### src/rtl/sram_ctrl_pkg.sv
package sram_ctrl_pkg;

  typedef enum logic [2:0] {
    ST_IDLE,
    ST_RD_ACCESS,
    ST_RD_CAPTURE,
    ST_WR_SETUP,
    ST_WR_PULSE,
    ST_WR_END,
    ST_TURN
  } ctrlState_t;

  // select/outEn/wrEn/busDrive describe the pins for the next cycle;
  // loadReq/capture/ackEvent act at the coming edge.
  typedef struct packed {
    logic select;
    logic outEn;
    logic wrEn;
    logic busDrive;
    logic loadReq;
    logic capture;
    logic ackEvent;
  } ctrlStrobes_t;

  function automatic int maxOf3(int a, int b, int c);
    int m;
    m = a;
    if (b > m) m = b;
    if (c > m) m = c;
    return m;
  endfunction

  // write-enable low length: pulse width, data setup and address-to-end window
  function automatic int lowCycles(int wePulse, int dataSetup, int readCycles);
    return maxOf3(wePulse, dataSetup, readCycles - 1);
  endfunction

endpackage

### src/rtl/sram_ctrl_fsm.sv
module sram_ctrl_fsm
  import sram_ctrl_pkg::*;
#(
  parameter int READ_CYCLES       = 6,
  parameter int WE_PULSE_CYCLES   = 3,
  parameter int DATA_SETUP_CYCLES = 3,
  parameter int RELEASE_CYCLES    = 3
) (
  input  logic         clk,
  input  logic         rstN,
  input  logic         reqValid,
  input  logic         reqWrite,
  input  logic         ackPending,
  output ctrlStrobes_t strobes
);

  localparam int LOW_CYCLES = lowCycles(WE_PULSE_CYCLES, DATA_SETUP_CYCLES, READ_CYCLES);
  localparam int CNT_MAX    = maxOf3(READ_CYCLES, LOW_CYCLES, RELEASE_CYCLES);
  localparam int CNT_W      = $clog2(CNT_MAX + 1);

  ctrlState_t state, stateNext;
  logic [CNT_W-1:0] cnt, cntNext;

  always_comb begin
    stateNext = state;
    cntNext   = (cnt != '0) ? cnt - CNT_W'(1) : '0;
    unique case (state)
      ST_IDLE: begin
        if (reqValid && !ackPending) begin
          if (reqWrite) begin
            stateNext = ST_WR_SETUP;
          end else begin
            stateNext = ST_RD_ACCESS;
            cntNext   = CNT_W'(READ_CYCLES - 2);
          end
        end
      end
      ST_RD_ACCESS:  if (cnt == '0) stateNext = ST_RD_CAPTURE;
      ST_RD_CAPTURE: begin
        stateNext = ST_TURN;
        cntNext   = CNT_W'(RELEASE_CYCLES - 1);
      end
      ST_WR_SETUP: begin
        stateNext = ST_WR_PULSE;
        cntNext   = CNT_W'(LOW_CYCLES - 1);
      end
      ST_WR_PULSE:   if (cnt == '0) stateNext = ST_WR_END;
      ST_WR_END:     stateNext = ST_IDLE;
      ST_TURN:       if (cnt == '0) stateNext = ST_IDLE;
      default:       stateNext = ST_IDLE;
    endcase
  end

  always_ff @(posedge clk or negedge rstN) begin
    if (!rstN) begin
      state <= ST_IDLE;
      cnt   <= '0;
    end else begin
      state <= stateNext;
      cnt   <= cntNext;
    end
  end

  always_comb begin
    strobes.select   = stateNext inside {ST_RD_ACCESS, ST_RD_CAPTURE,
                                         ST_WR_SETUP, ST_WR_PULSE, ST_WR_END};
    strobes.outEn    = stateNext inside {ST_RD_ACCESS, ST_RD_CAPTURE};
    strobes.wrEn     = (stateNext == ST_WR_PULSE);
    strobes.busDrive = stateNext inside {ST_WR_SETUP, ST_WR_PULSE, ST_WR_END};
    strobes.loadReq  = (state == ST_IDLE) && (stateNext != ST_IDLE);
    strobes.capture  = (state == ST_RD_CAPTURE);
    strobes.ackEvent = (state == ST_RD_CAPTURE) || (state == ST_WR_END);
  end

  // no request is taken while the previous acknowledge is still showing
  a_r4_no_accept_on_ack: assert property (@(posedge clk) disable iff (!rstN)
    (state == ST_IDLE && ackPending) |=> (state == ST_IDLE));

  // capture is always reached through the access phase
  a_r2_capture_order: assert property (@(posedge clk) disable iff (!rstN)
    (state == ST_RD_CAPTURE) |-> ($past(state) == ST_RD_ACCESS || READ_CYCLES < 2));

endmodule

### src/rtl/sram_ctrl_datapath.sv
module sram_ctrl_datapath
  import sram_ctrl_pkg::*;
#(
  parameter int ADDR_W         = 18,
  parameter int DATA_W         = 8,
  parameter int READ_CYCLES    = 6,
  parameter int LOW_CYCLES     = 5,
  parameter int RELEASE_CYCLES = 3
) (
  input  logic              clk,
  input  logic              rstN,
  input  ctrlStrobes_t      strobes,
  input  logic [ADDR_W-1:0] reqAddr,
  input  logic [DATA_W-1:0] reqWdata,
  output logic              reqAck,
  output logic [DATA_W-1:0] rdData,
  output logic              memCe1N,
  output logic              memCe2,
  output logic              memOeN,
  output logic              memWeN,
  output logic [ADDR_W-1:0] memAddr,
  output logic [DATA_W-1:0] memDqOut,
  input  logic [DATA_W-1:0] memDqIn,
  output logic              memDqOe
);

  localparam int RUN_MAX = maxOf3(READ_CYCLES, LOW_CYCLES, RELEASE_CYCLES) + 1;
  localparam int RUN_W   = $clog2(RUN_MAX + 1);

  logic [DATA_W-1:0] wrData;

  always_ff @(posedge clk or negedge rstN) begin
    if (!rstN) begin
      memCe1N <= 1'b1;
      memCe2  <= 1'b0;
      memOeN  <= 1'b1;
      memWeN  <= 1'b1;
      memDqOe <= 1'b0;
      memAddr <= '0;
      wrData  <= '0;
      rdData  <= '0;
      reqAck  <= 1'b0;
    end else begin
      memCe1N <= !strobes.select;
      memCe2  <= strobes.select;
      memOeN  <= !strobes.outEn;
      memWeN  <= !strobes.wrEn;
      memDqOe <= strobes.busDrive;
      reqAck  <= strobes.ackEvent;
      if (strobes.loadReq) begin
        memAddr <= reqAddr;
        wrData  <= reqWdata;
      end
      if (strobes.capture) rdData <= memDqIn;
    end
  end

  assign memDqOut = wrData;

  // run-length counters on the pins, used by the checks below
  logic [RUN_W-1:0] weLowRun, oeLowRun, oeHighRun;

  function automatic logic [RUN_W-1:0] bump(logic [RUN_W-1:0] v);
    return (v == RUN_W'(RUN_MAX)) ? v : v + RUN_W'(1);
  endfunction

  always_ff @(posedge clk or negedge rstN) begin
    if (!rstN) begin
      weLowRun  <= '0;
      oeLowRun  <= '0;
      oeHighRun <= RUN_W'(RUN_MAX);
    end else begin
      weLowRun  <= memWeN  ? '0 : bump(weLowRun);
      oeLowRun  <= memOeN  ? '0 : bump(oeLowRun);
      oeHighRun <= !memOeN ? '0 : bump(oeHighRun);
    end
  end

  // a deselected memory sees no strobe and no driven bus
  a_r1_deselect_quiet: assert property (@(posedge clk) disable iff (!rstN)
    memCe1N |-> (!memCe2 && memOeN && memWeN && !memDqOe));

  // acknowledge lasts one cycle
  a_r4_ack_pulse: assert property (@(posedge clk) disable iff (!rstN)
    reqAck |=> !reqAck);

  // capture happens in the last cycle of a full read window
  a_r2_read_window: assert property (@(posedge clk) disable iff (!rstN)
    strobes.capture |-> (!memOeN && oeLowRun == RUN_W'(READ_CYCLES - 1)));

  // write enable stays low for exactly the derived pulse length
  a_r3_pulse_width: assert property (@(posedge clk) disable iff (!rstN)
    $rose(memWeN) |-> (weLowRun == RUN_W'(LOW_CYCLES)));

  // address moves only with write enable high on both sides
  a_r5_addr_we: assert property (@(posedge clk) disable iff (!rstN)
    !$stable(memAddr) |-> (memWeN && $past(memWeN)));

  // data and address still while writing
  a_r5_write_data: assert property (@(posedge clk) disable iff (!rstN)
    (!memWeN && $past(!memWeN)) |-> ($stable(memDqOut) && $stable(memAddr) && memDqOe));

  // controller drives only after the memory has released the bus
  a_r6_turnaround: assert property (@(posedge clk) disable iff (!rstN)
    memDqOe |-> (memOeN && oeHighRun >= RUN_W'(RELEASE_CYCLES)));

  // output enable and write enable never both active
  a_r8_oe_we_exclusive: assert property (@(posedge clk) disable iff (!rstN)
    !(!memOeN && !memWeN));

endmodule

### src/rtl/async_sram_ctrl.sv
module async_sram_ctrl
  import sram_ctrl_pkg::*;
#(
  parameter int ADDR_W            = 18,
  parameter int DATA_W            = 8,
  parameter int READ_CYCLES       = 6,
  parameter int WE_PULSE_CYCLES   = 3,
  parameter int DATA_SETUP_CYCLES = 3,
  parameter int RELEASE_CYCLES    = 3
) (
  input  logic              clk,
  input  logic              rstN,
  input  logic              reqValid,
  input  logic              reqWrite,
  input  logic [ADDR_W-1:0] reqAddr,
  input  logic [DATA_W-1:0] reqWdata,
  output logic              reqAck,
  output logic [DATA_W-1:0] rdData,
  output logic              memCe1N,
  output logic              memCe2,
  output logic              memOeN,
  output logic              memWeN,
  output logic [ADDR_W-1:0] memAddr,
  output logic [DATA_W-1:0] memDqOut,
  input  logic [DATA_W-1:0] memDqIn,
  output logic              memDqOe
);

  localparam int LOW_CYCLES = lowCycles(WE_PULSE_CYCLES, DATA_SETUP_CYCLES, READ_CYCLES);

  ctrlStrobes_t strobes;

  sram_ctrl_fsm #(
    .READ_CYCLES      (READ_CYCLES),
    .WE_PULSE_CYCLES  (WE_PULSE_CYCLES),
    .DATA_SETUP_CYCLES(DATA_SETUP_CYCLES),
    .RELEASE_CYCLES   (RELEASE_CYCLES)
  ) u_fsm (
    .clk       (clk),
    .rstN      (rstN),
    .reqValid  (reqValid),
    .reqWrite  (reqWrite),
    .ackPending(reqAck),
    .strobes   (strobes)
  );

  sram_ctrl_datapath #(
    .ADDR_W        (ADDR_W),
    .DATA_W        (DATA_W),
    .READ_CYCLES   (READ_CYCLES),
    .LOW_CYCLES    (LOW_CYCLES),
    .RELEASE_CYCLES(RELEASE_CYCLES)
  ) u_datapath (
    .clk     (clk),
    .rstN    (rstN),
    .strobes (strobes),
    .reqAddr (reqAddr),
    .reqWdata(reqWdata),
    .reqAck  (reqAck),
    .rdData  (rdData),
    .memCe1N (memCe1N),
    .memCe2  (memCe2),
    .memOeN  (memOeN),
    .memWeN  (memWeN),
    .memAddr (memAddr),
    .memDqOut(memDqOut),
    .memDqIn (memDqIn),
    .memDqOe (memDqOe)
  );

endmodule

### config.mk
export PLATFORM = sky130hd
export DESIGN_NAME = async_sram_ctrl
export DESIGN_NICKNAME = d
export VERILOG_FILES = /design/src/rtl/sram_ctrl_pkg.sv /design/src/rtl/sram_ctrl_fsm.sv /design/src/rtl/sram_ctrl_datapath.sv /design/src/rtl/async_sram_ctrl.sv
export SDC_FILE = /design/constraint.sdc
export NUM_CORES = 1
export LEC_CHECK = 0
export BUFFER_PORTS_ARGS = -buffer_cell sky130_fd_sc_hd__buf_2
export CAP_MARGIN = 20
export CORE_ASPECT_RATIO = 0.9
export CORE_MARGIN = 2
export CORE_UTILIZATION = 30
export DETAILED_ROUTE_END_ITERATION = 10
export SYNTH_ARGS = -nofsm -noshare
export SYNTH_HDL_FRONTEND = slang
export SYNTH_SLANG_ARGS = --single-unit
### constraint.sdc
create_clock -name clk -period 3.4 [get_ports clk]
set_clock_uncertainty 0.2 [all_clocks]
set_input_delay 0.51 -clock clk [delete_from_list [all_inputs] [get_ports clk]]
set_output_delay 0.51 -clock clk [all_outputs]
set_load 0.02 [all_outputs]
# After elaboration in Yosys (flattened, before gate mapping)
# Index checks and enable logic that the tools add are counted.
# totals
in_bits	38
out_inout_bits	40
reg_bits	46
wordCells	47
# classes
n_mux	10
n_addsub	1
n_eq_ne	11
n_reduce_logical	14
# op_table
operator	n
3-bit two-way mux	7
3-bit one-hot mux with 6 select lines	1
3-bit == test, second input constant	5
3-bit by 2-bit == test with 1-bit output, second input constant	4
3-bit one-hot mux with 3 select lines	1
3-bit nonzero test	3
3-bit by 1-bit == test with 1-bit output, second input constant	2
3-bit logical NOT	2
5-bit nonzero test	1
1-bit logical NOT	4
3-bit by 1-bit subtractor with 3-bit output, second input constant	1
1-bit logical AND	2
2-bit two-way mux	1
2-bit nonzero test	1
1-bit logical OR	1

# Depth between registers and ports, before layout
# Gate-level depths: netlist of the first run.
# logic_depth
depth_word	7
ltp_mapped	6
ltp_nobuf	3

# Modules after synthesis
# From an unflattened synthesis of the first run, not the netlist that was laid out.
# hier_totals
hier_cells	131
hier_area_um2	1944.4
# by_module_without_submodules
mod	seq_area_each_um2	instances	area_per_inst_um2	cells_per_inst
sram_ctrl_datapath	1004.7	1	1530.2	81
sram_ctrl_fsm	150.1	1	414.1	50

# Worst setup path after synthesis of the first run
# No wires, ideal clock.
# synth_timing
path_kind	in2reg
start	input port reqValid
end	register u_datapath.memAddr[10]
setup_ns	0.125
slack_ns	1.702
cell_stages	5
n_path_buf	2
t_arrival_ns	1.373
cell_sequence	nor2b_2 nand3b_4 buf_6 buf_12 mux2_4
# synth_between
elab_chain_len	5
# synth_lines
element	line	source
start: declaration	async_sram_ctrl.sv:13	input logic reqValid,
1-bit logical AND	sram_ctrl_fsm.sv:29	if (reqValid && !ackPending) begin
3-bit two-way mux	sram_ctrl_fsm.sv:29	
3-bit one-hot mux with 6 select lines	sram_ctrl_fsm.sv:27	unique case (state)
3-bit nonzero test	sram_ctrl_fsm.sv:70	strobes.loadReq = (state == ST_IDLE) && (stateNext != ST_IDLE);
1-bit logical AND	sram_ctrl_fsm.sv:70	
end signal: assignment	sram_ctrl_datapath.sv:51	memAddr <= reqAddr;
end: declaration	sram_ctrl_datapath.sv:21	output logic [ADDR_W-1:0] memAddr,
# No other way between the ends.
# A chain may end at the register's enable or synchronous reset.

# Worst setup path in the final report of the first run
# layout_timing
start	register u_fsm.state[1]
end	register u_datapath.rdData[1]
# layout_between
elab_chain_len	1
# layout_lines
element	line	source
start: declaration	sram_ctrl_fsm.sv:21	ctrlState_t state, stateNext;
start signal: assignment	sram_ctrl_fsm.sv:59	state <= stateNext;
3-bit by 2-bit == test with 1-bit output	sram_ctrl_fsm.sv:71	strobes.capture = (state == ST_RD_CAPTURE);
end signal: assignment	sram_ctrl_datapath.sv:54	if (strobes.capture) rdData <= memDqIn;
end: declaration	sram_ctrl_datapath.sv:16	output logic [DATA_W-1:0] rdData,
# No other way between the ends.

==> impl_metrics.toml, run 1 <==
[outcome]
status = "finished clean"

[hold_path]
hp-class = "input port to flip-flop"

[route]
drtAntennaViolNets = 0
drt_drc_violations_left = 0
wl_per_cell_um = 12.03
dr.pass1.iters = 2
drtIter0Drc = 26
vias_per_cell = 4.291
vias = 1253
wirelength_um = 3514

[placed_design]
dpl_worst_slack_ns = 1.295
place_area_sq_mm = 0.002366
hpwl_um = 2487
portBuffers = 77
place.gp.congestion = 0.7408

[sta]
slew_headroom_pct = 49.56
max_freq_ghz = 0.4952
fin_crit_ns = 2.019
fin_crit_sh_pct = 59.39
drv_slew = 0
hold_violations = 0
fin_tns_setup_ns = 0
max_slew.worst_pin.slew_ns = 0.7508
setup_viol = 0
timing.final.ws_setup_ns = 1.381
rsz0062_at_grt = "false"

[setup_path]
crit_path_max_fanout = 11
crit_required_ns = 3.38
arrival_ns = 2.00
start_kind = "flip-flop"
end_kind = "flip-flop"
path_class = "flip-flop to flip-flop"

[floorplanning]
fp.dieArea_sq_mm = 0.007155
pin_count = 78
core_region_area_sq_mm = 0.006216
dieHeight_um = 80.45
die_w_um = 88.94
start_util_pct = 31.34
rows = 27

[pwr]
p_leak_nw = 1.260
total_power_mw = 2.498
power_density_mw_per_mm2 = 1003
ir_worst_vdd_mv = 0.4376

[cts]
root_buffer = "clkbuf_8"
cts-resized-gates = 0
cts_buffers = 5
cts_tree = "yes"
h-tree-depth = 2
clockBufferDepth = 2
cts.sinks = 46
cts_setup_buffers = 0
hold_buffers = 0
insertion_delay_ns = 0.29
clkTransAtPathRegs_ns = 0.09

[synthesis]
synth_nets = 163
syn_inst = 125
synthesis.area_sq_mm = 0.001948
synth_edf_count = 0
yosysUniqueCellTypes = 33
ys.flop_type = "dfrtp_1"
yosys_register_bits = 46
async_reset_ff_share_pct = 100.0
seq_area_frac_synth_pct = 59.28
syn_area_per_cell_sq_um = 15.58
ys_warn_count = 0

[cells_and_area]
final_area_sq_mm = 0.002491
final_core_util_pct = 40.08
antenna_cells = 0
layout_commonest_cell = "buf_2"
fillers = 644
multi_input_comb_area_sq_um = 709.4
finalNetCount = 242
register_area_sq_mm = 0.001155
final_cell_mix = "77 x buf_2, 43 x dfrtp_1, 18 x mux2_4, 14 x mux2_2, 6 x clkbuf_8"
drive_above_1_share_pct = 60.98
area_growth_pct = 27.87

[grt]
grtUsageTotal_pct = 10.76
grt_pass1_wl_um = 5934
grt_pass1_vias = 1294
overflow = 0
antenna_found_initial = 0
grt_max_degree = 47

[job]
cap_violations = 0
## cell usage after synthesis, types with 2 or more instances
cell type / instances / area (sq um)
mux2_2: 14 / 157.7
buf_2: 2 / 10.01
a21oi_1: 4 / 20.02
nand3_1: 3 / 15.01
mux2_1: 2 / 22.52
buf_6: 2 / 22.52
dfrtp_1: 43 / 1076
inv_1: 2 / 7.510
nand2_1: 2 / 7.510
nor2_1: 2 / 7.510
o31ai_1: 2 / 15.01
mux2_4: 18 / 270.3
nand2b_1: 2 / 12.51
a21o_1: 2 / 15.01
o211ai_1: 2 / 15.01
buf_12: 2 / 40.04
o21ai_0: 2 / 10.01
nor3_1: 2 / 10.01
dfstp_2: 3 / 78.83
## flip-flops by register name, summed over array words and instances, names as in the netlist
signal and cells:
u_datapath.memCe1N 1, u_datapath.rdData 8, u_datapath.memCe2 1, u_datapath.memAddr 18
u_datapath.reqAck 1, u_datapath.memDqOe 1, u_fsm.cnt 3, u_datapath.memWeN 1
u_fsm.state 3, u_datapath.memOeN 1, u_datapath.memDqOut 8
## worst max-delay path: stages, from the launching register on
cell	delay, ns
dfrtp_1	0.60
nor3b_2	0.69
mux2_2	0.41
## power breakdown
part | switching [mW] | internal, mW | total [mW]
Clock | 0.178 | 0.163 | 0.341
Sequential | 0.178 | 0.825 | 1.00
Combinational | 0.604 | 0.549 | 1.15
Total | 0.960 | 1.54 | 2.50
## final timing paths
| kind | from | endpoint | slack [ns] | cells past startpoint |
|---|---|---|---|---|
| setup reg to reg | u_fsm.state[1]$_DFF_PN0_ | u_datapath.rdData[1]$_DFFE_PN0N_ | 1.38 | 2 |
| hold / removal | memDqIn[3] | u_datapath.rdData[3]$_DFFE_PN0N_ | 0.23 | 2 |
| setup / recovery | u_fsm.state[1]$_DFF_PN0_ | u_datapath.rdData[1]$_DFFE_PN0N_ | 1.38 | 2 |
| max in group asynchronous | rstN | u_datapath.memOeN$_DFF_PN1_ | 1.97 | 3 |
| min in group asynchronous | rstN | u_datapath.rdData[5]$_DFFE_PN0N_ | 0.48 | 2 |
| hold reg to reg | u_datapath.rdData[2]$_DFFE_PN0N_ | u_datapath.rdData[2]$_DFFE_PN0N_ | 0.28 | 1 |
## metal layers
metal	vias to the layer above	track usage [%]	part of all wire, %
met5	-	0	0
met2	50	17.84	46
li1	597	-	-
met3	2	3.083	7.6
met1	604	13.22	45
met4	0	4.030	1.1
## through the flow
stage	hold WS [ns]	instances
6_report	0.2338	292
5_1_grt	0.2318	292
4_1_cts	0.2230	290
3_5_place_dp	0.2694	282
3_3_place_gp	0.2635	282
2_1_floorplan	0.01441	125
## logic make-up after synthesis
family | synth area share, %
and+or+nand+nor | 7.451
buffers and inverters | 4.303
AOI/OAI and AO/OA | 5.845
DFF | 59.28
muxes | 23.12
## final cells by class
| class | instances | area share [%] |
|---|---|---|
| tap | 87 | 4.370 |
| inverter | 2 | 0.3014 |
| sequential | 46 | 46.36 |
| multi-input combinational | 70 | 28.48 |
| clock inverter | 2 | 0.5023 |
| timing repair buffer | 79 | 16.68 |
| clock buffer | 6 | 3.315 |
Note: power is estimated with default switching activity, not from simulation.
==> run 2, diff against run 1 <==
==> constraint.sdc (replaced) <==
create_clock -name clk -period 2.1 [get_ports clk]
set_clock_uncertainty 0.2 [all_clocks]
set_input_delay 0.315 -clock clk [delete_from_list [all_inputs] [get_ports clk]]
set_output_delay 0.315 -clock clk [all_outputs]
set_load 0.02 [all_outputs]
==> impl_metrics.toml, run 2 (synthesis results as in run 1) <==
[outcome]
status = "finished clean"

[pwr]
total_power_mw = 4.071
p_leak_nw = 1.275
ir_worst_vdd_mv = 0.5845
power_density_mw_per_mm2 = 1625

[placed_design]
hpwl_um = 2528
portBuffers = 77
place_area_sq_mm = 0.002404
place.gp.congestion = 0.7068
dpl_worst_slack_ns = 0.3364

[floorplanning]
start_util_pct = 31.34
core_region_area_sq_mm = 0.006216
pin_count = 78
dieHeight_um = 80.45
rows = 27
fp.dieArea_sq_mm = 0.007155
die_w_um = 88.94

[route]
drt_drc_violations_left = 0
drtIter0Drc = 22
wl_per_cell_um = 12.11
wirelength_um = 3584
vias_per_cell = 4.213
vias = 1247
drtAntennaViolNets = 0
dr.pass1.iters = 3

[cells_and_area]
area_growth_pct = 28.58
multi_input_comb_area_sq_um = 709.4
antenna_cells = 0
final_cell_mix = "77 x buf_2, 43 x dfrtp_1, 18 x mux2_4, 14 x mux2_2, 6 x clkbuf_8"
drive_above_1_share_pct = 61.24
largest_register_ff_count = 18
layout_commonest_cell = "buf_2"
fillers = 613
register_area_sq_mm = 0.001155
final_area_sq_mm = 0.002505
finalNetCount = 246
top_register = "u_datapath.memAddr"

[sta]
setup_viol = 0
fin_tns_setup_ns = 0
max_slew.worst_pin.slew_ns = 0.5800
max_freq_ghz = 0.5592
hold_violations = 0
fin_crit_sh_pct = 85.16
timing.final.ws_setup_ns = 0.3117
fin_crit_ns = 1.788
drv_slew = 0
slew_headroom_pct = 61.33
rsz0062_at_grt = "false"

[cts]
cts.sinks = 46
cts_setup_buffers = 0
clockBufferDepth = 2
cts_buffers = 5
insertion_delay_ns = 0.29
h-tree-depth = 2
cts_tree = "yes"
hold_buffers = 1
root_buffer = "clkbuf_8"
cts-resized-gates = 0
clkTransAtPathRegs_ns = 0.08

[grt]
overflow = 0
grt_max_degree = 47
top_usage_layer = "met2"
grt_pass1_wl_um = 5802
gr-usage-met3_pct = 2.775
use_met1_pct = 14.57
antenna_found_initial = 0
grtUsageTotal_pct = 10.55
met2_usage_pct = 15.75
grt_pass1_vias = 1226

[setup_path]
start_kind = "flip-flop"
critPathSlowestCell = "dfrtp_1"
crit_start = "u_fsm.state[0]$_DFF_PN0_"
path_cells = "nand3b_4, buf_4, mux2_2"
path_class = "flip-flop to flip-flop"
end_kind = "flip-flop"
critPathBufInv = 1
crit_path_max_fanout = 15
cpPeakStageDelay_ns = 0.62
arrival_ns = 1.76
cp_top_family = "flip-flops"
timing.rr.start = "u_fsm.state[0]$_DFF_PN0_"
regToRegSetupSlack_ns = 0.31
crit_required_ns = 2.07

[job]
cap_violations = 0

[hold_path]
hold_start = "memDqIn[2]"
hp-class = "input port to flip-flop"
[run 2: through the flow]
stage	hold WS (ns)	utilization, %	cells
after floorplan	-0.1806	-	125
after global placement	0.2405	38.67	287
after global routing	0.02050	40.30	296
after detailed placement	0.2485	38.67	287
final	0.04187	40.30	296
after CTS	0.02641	40.30	296
[run 2: area by class of cell]
cell class / instances / area share, %
tap: 87 / 4.346
clock buffer: 7 / 3.447
multi-input combinational: 70 / 28.32
inverter: 2 / 0.2997
timing repair buffer: 83 / 17.28
sequential: 46 / 46.10
clock inverter: 1 / 0.1998
[run 2: path summary, 6_finish.rpt]
path,endpoint,cells past startpoint
max reg2reg,u_datapath.memAddr[1]$_DFFE_PN0P_,3
min reg2reg,u_datapath.rdData[3]$_DFFE_PN0N_,1
max,u_datapath.memAddr[1]$_DFFE_PN0P_,3
max in group asynchronous,u_datapath.memAddr[8]$_DFFE_PN0P_,3
min,u_datapath.rdData[2]$_DFFE_PN0N_,2
min in group asynchronous,u_datapath.rdData[5]$_DFFE_PN0N_,3
[run 2: where the power goes]
group          switching [mW]  total, mW  internal, mW
combinational           0.987       1.90         0.915
clock                   0.274      0.540         0.266
sequential              0.292       1.63          1.34
[run 2: metal layers]
metal,share of wire (%),wire [um]
met3,6.3,226
met5,0,0
met1,49,1753
met4,0.95,34
met2,44,1570
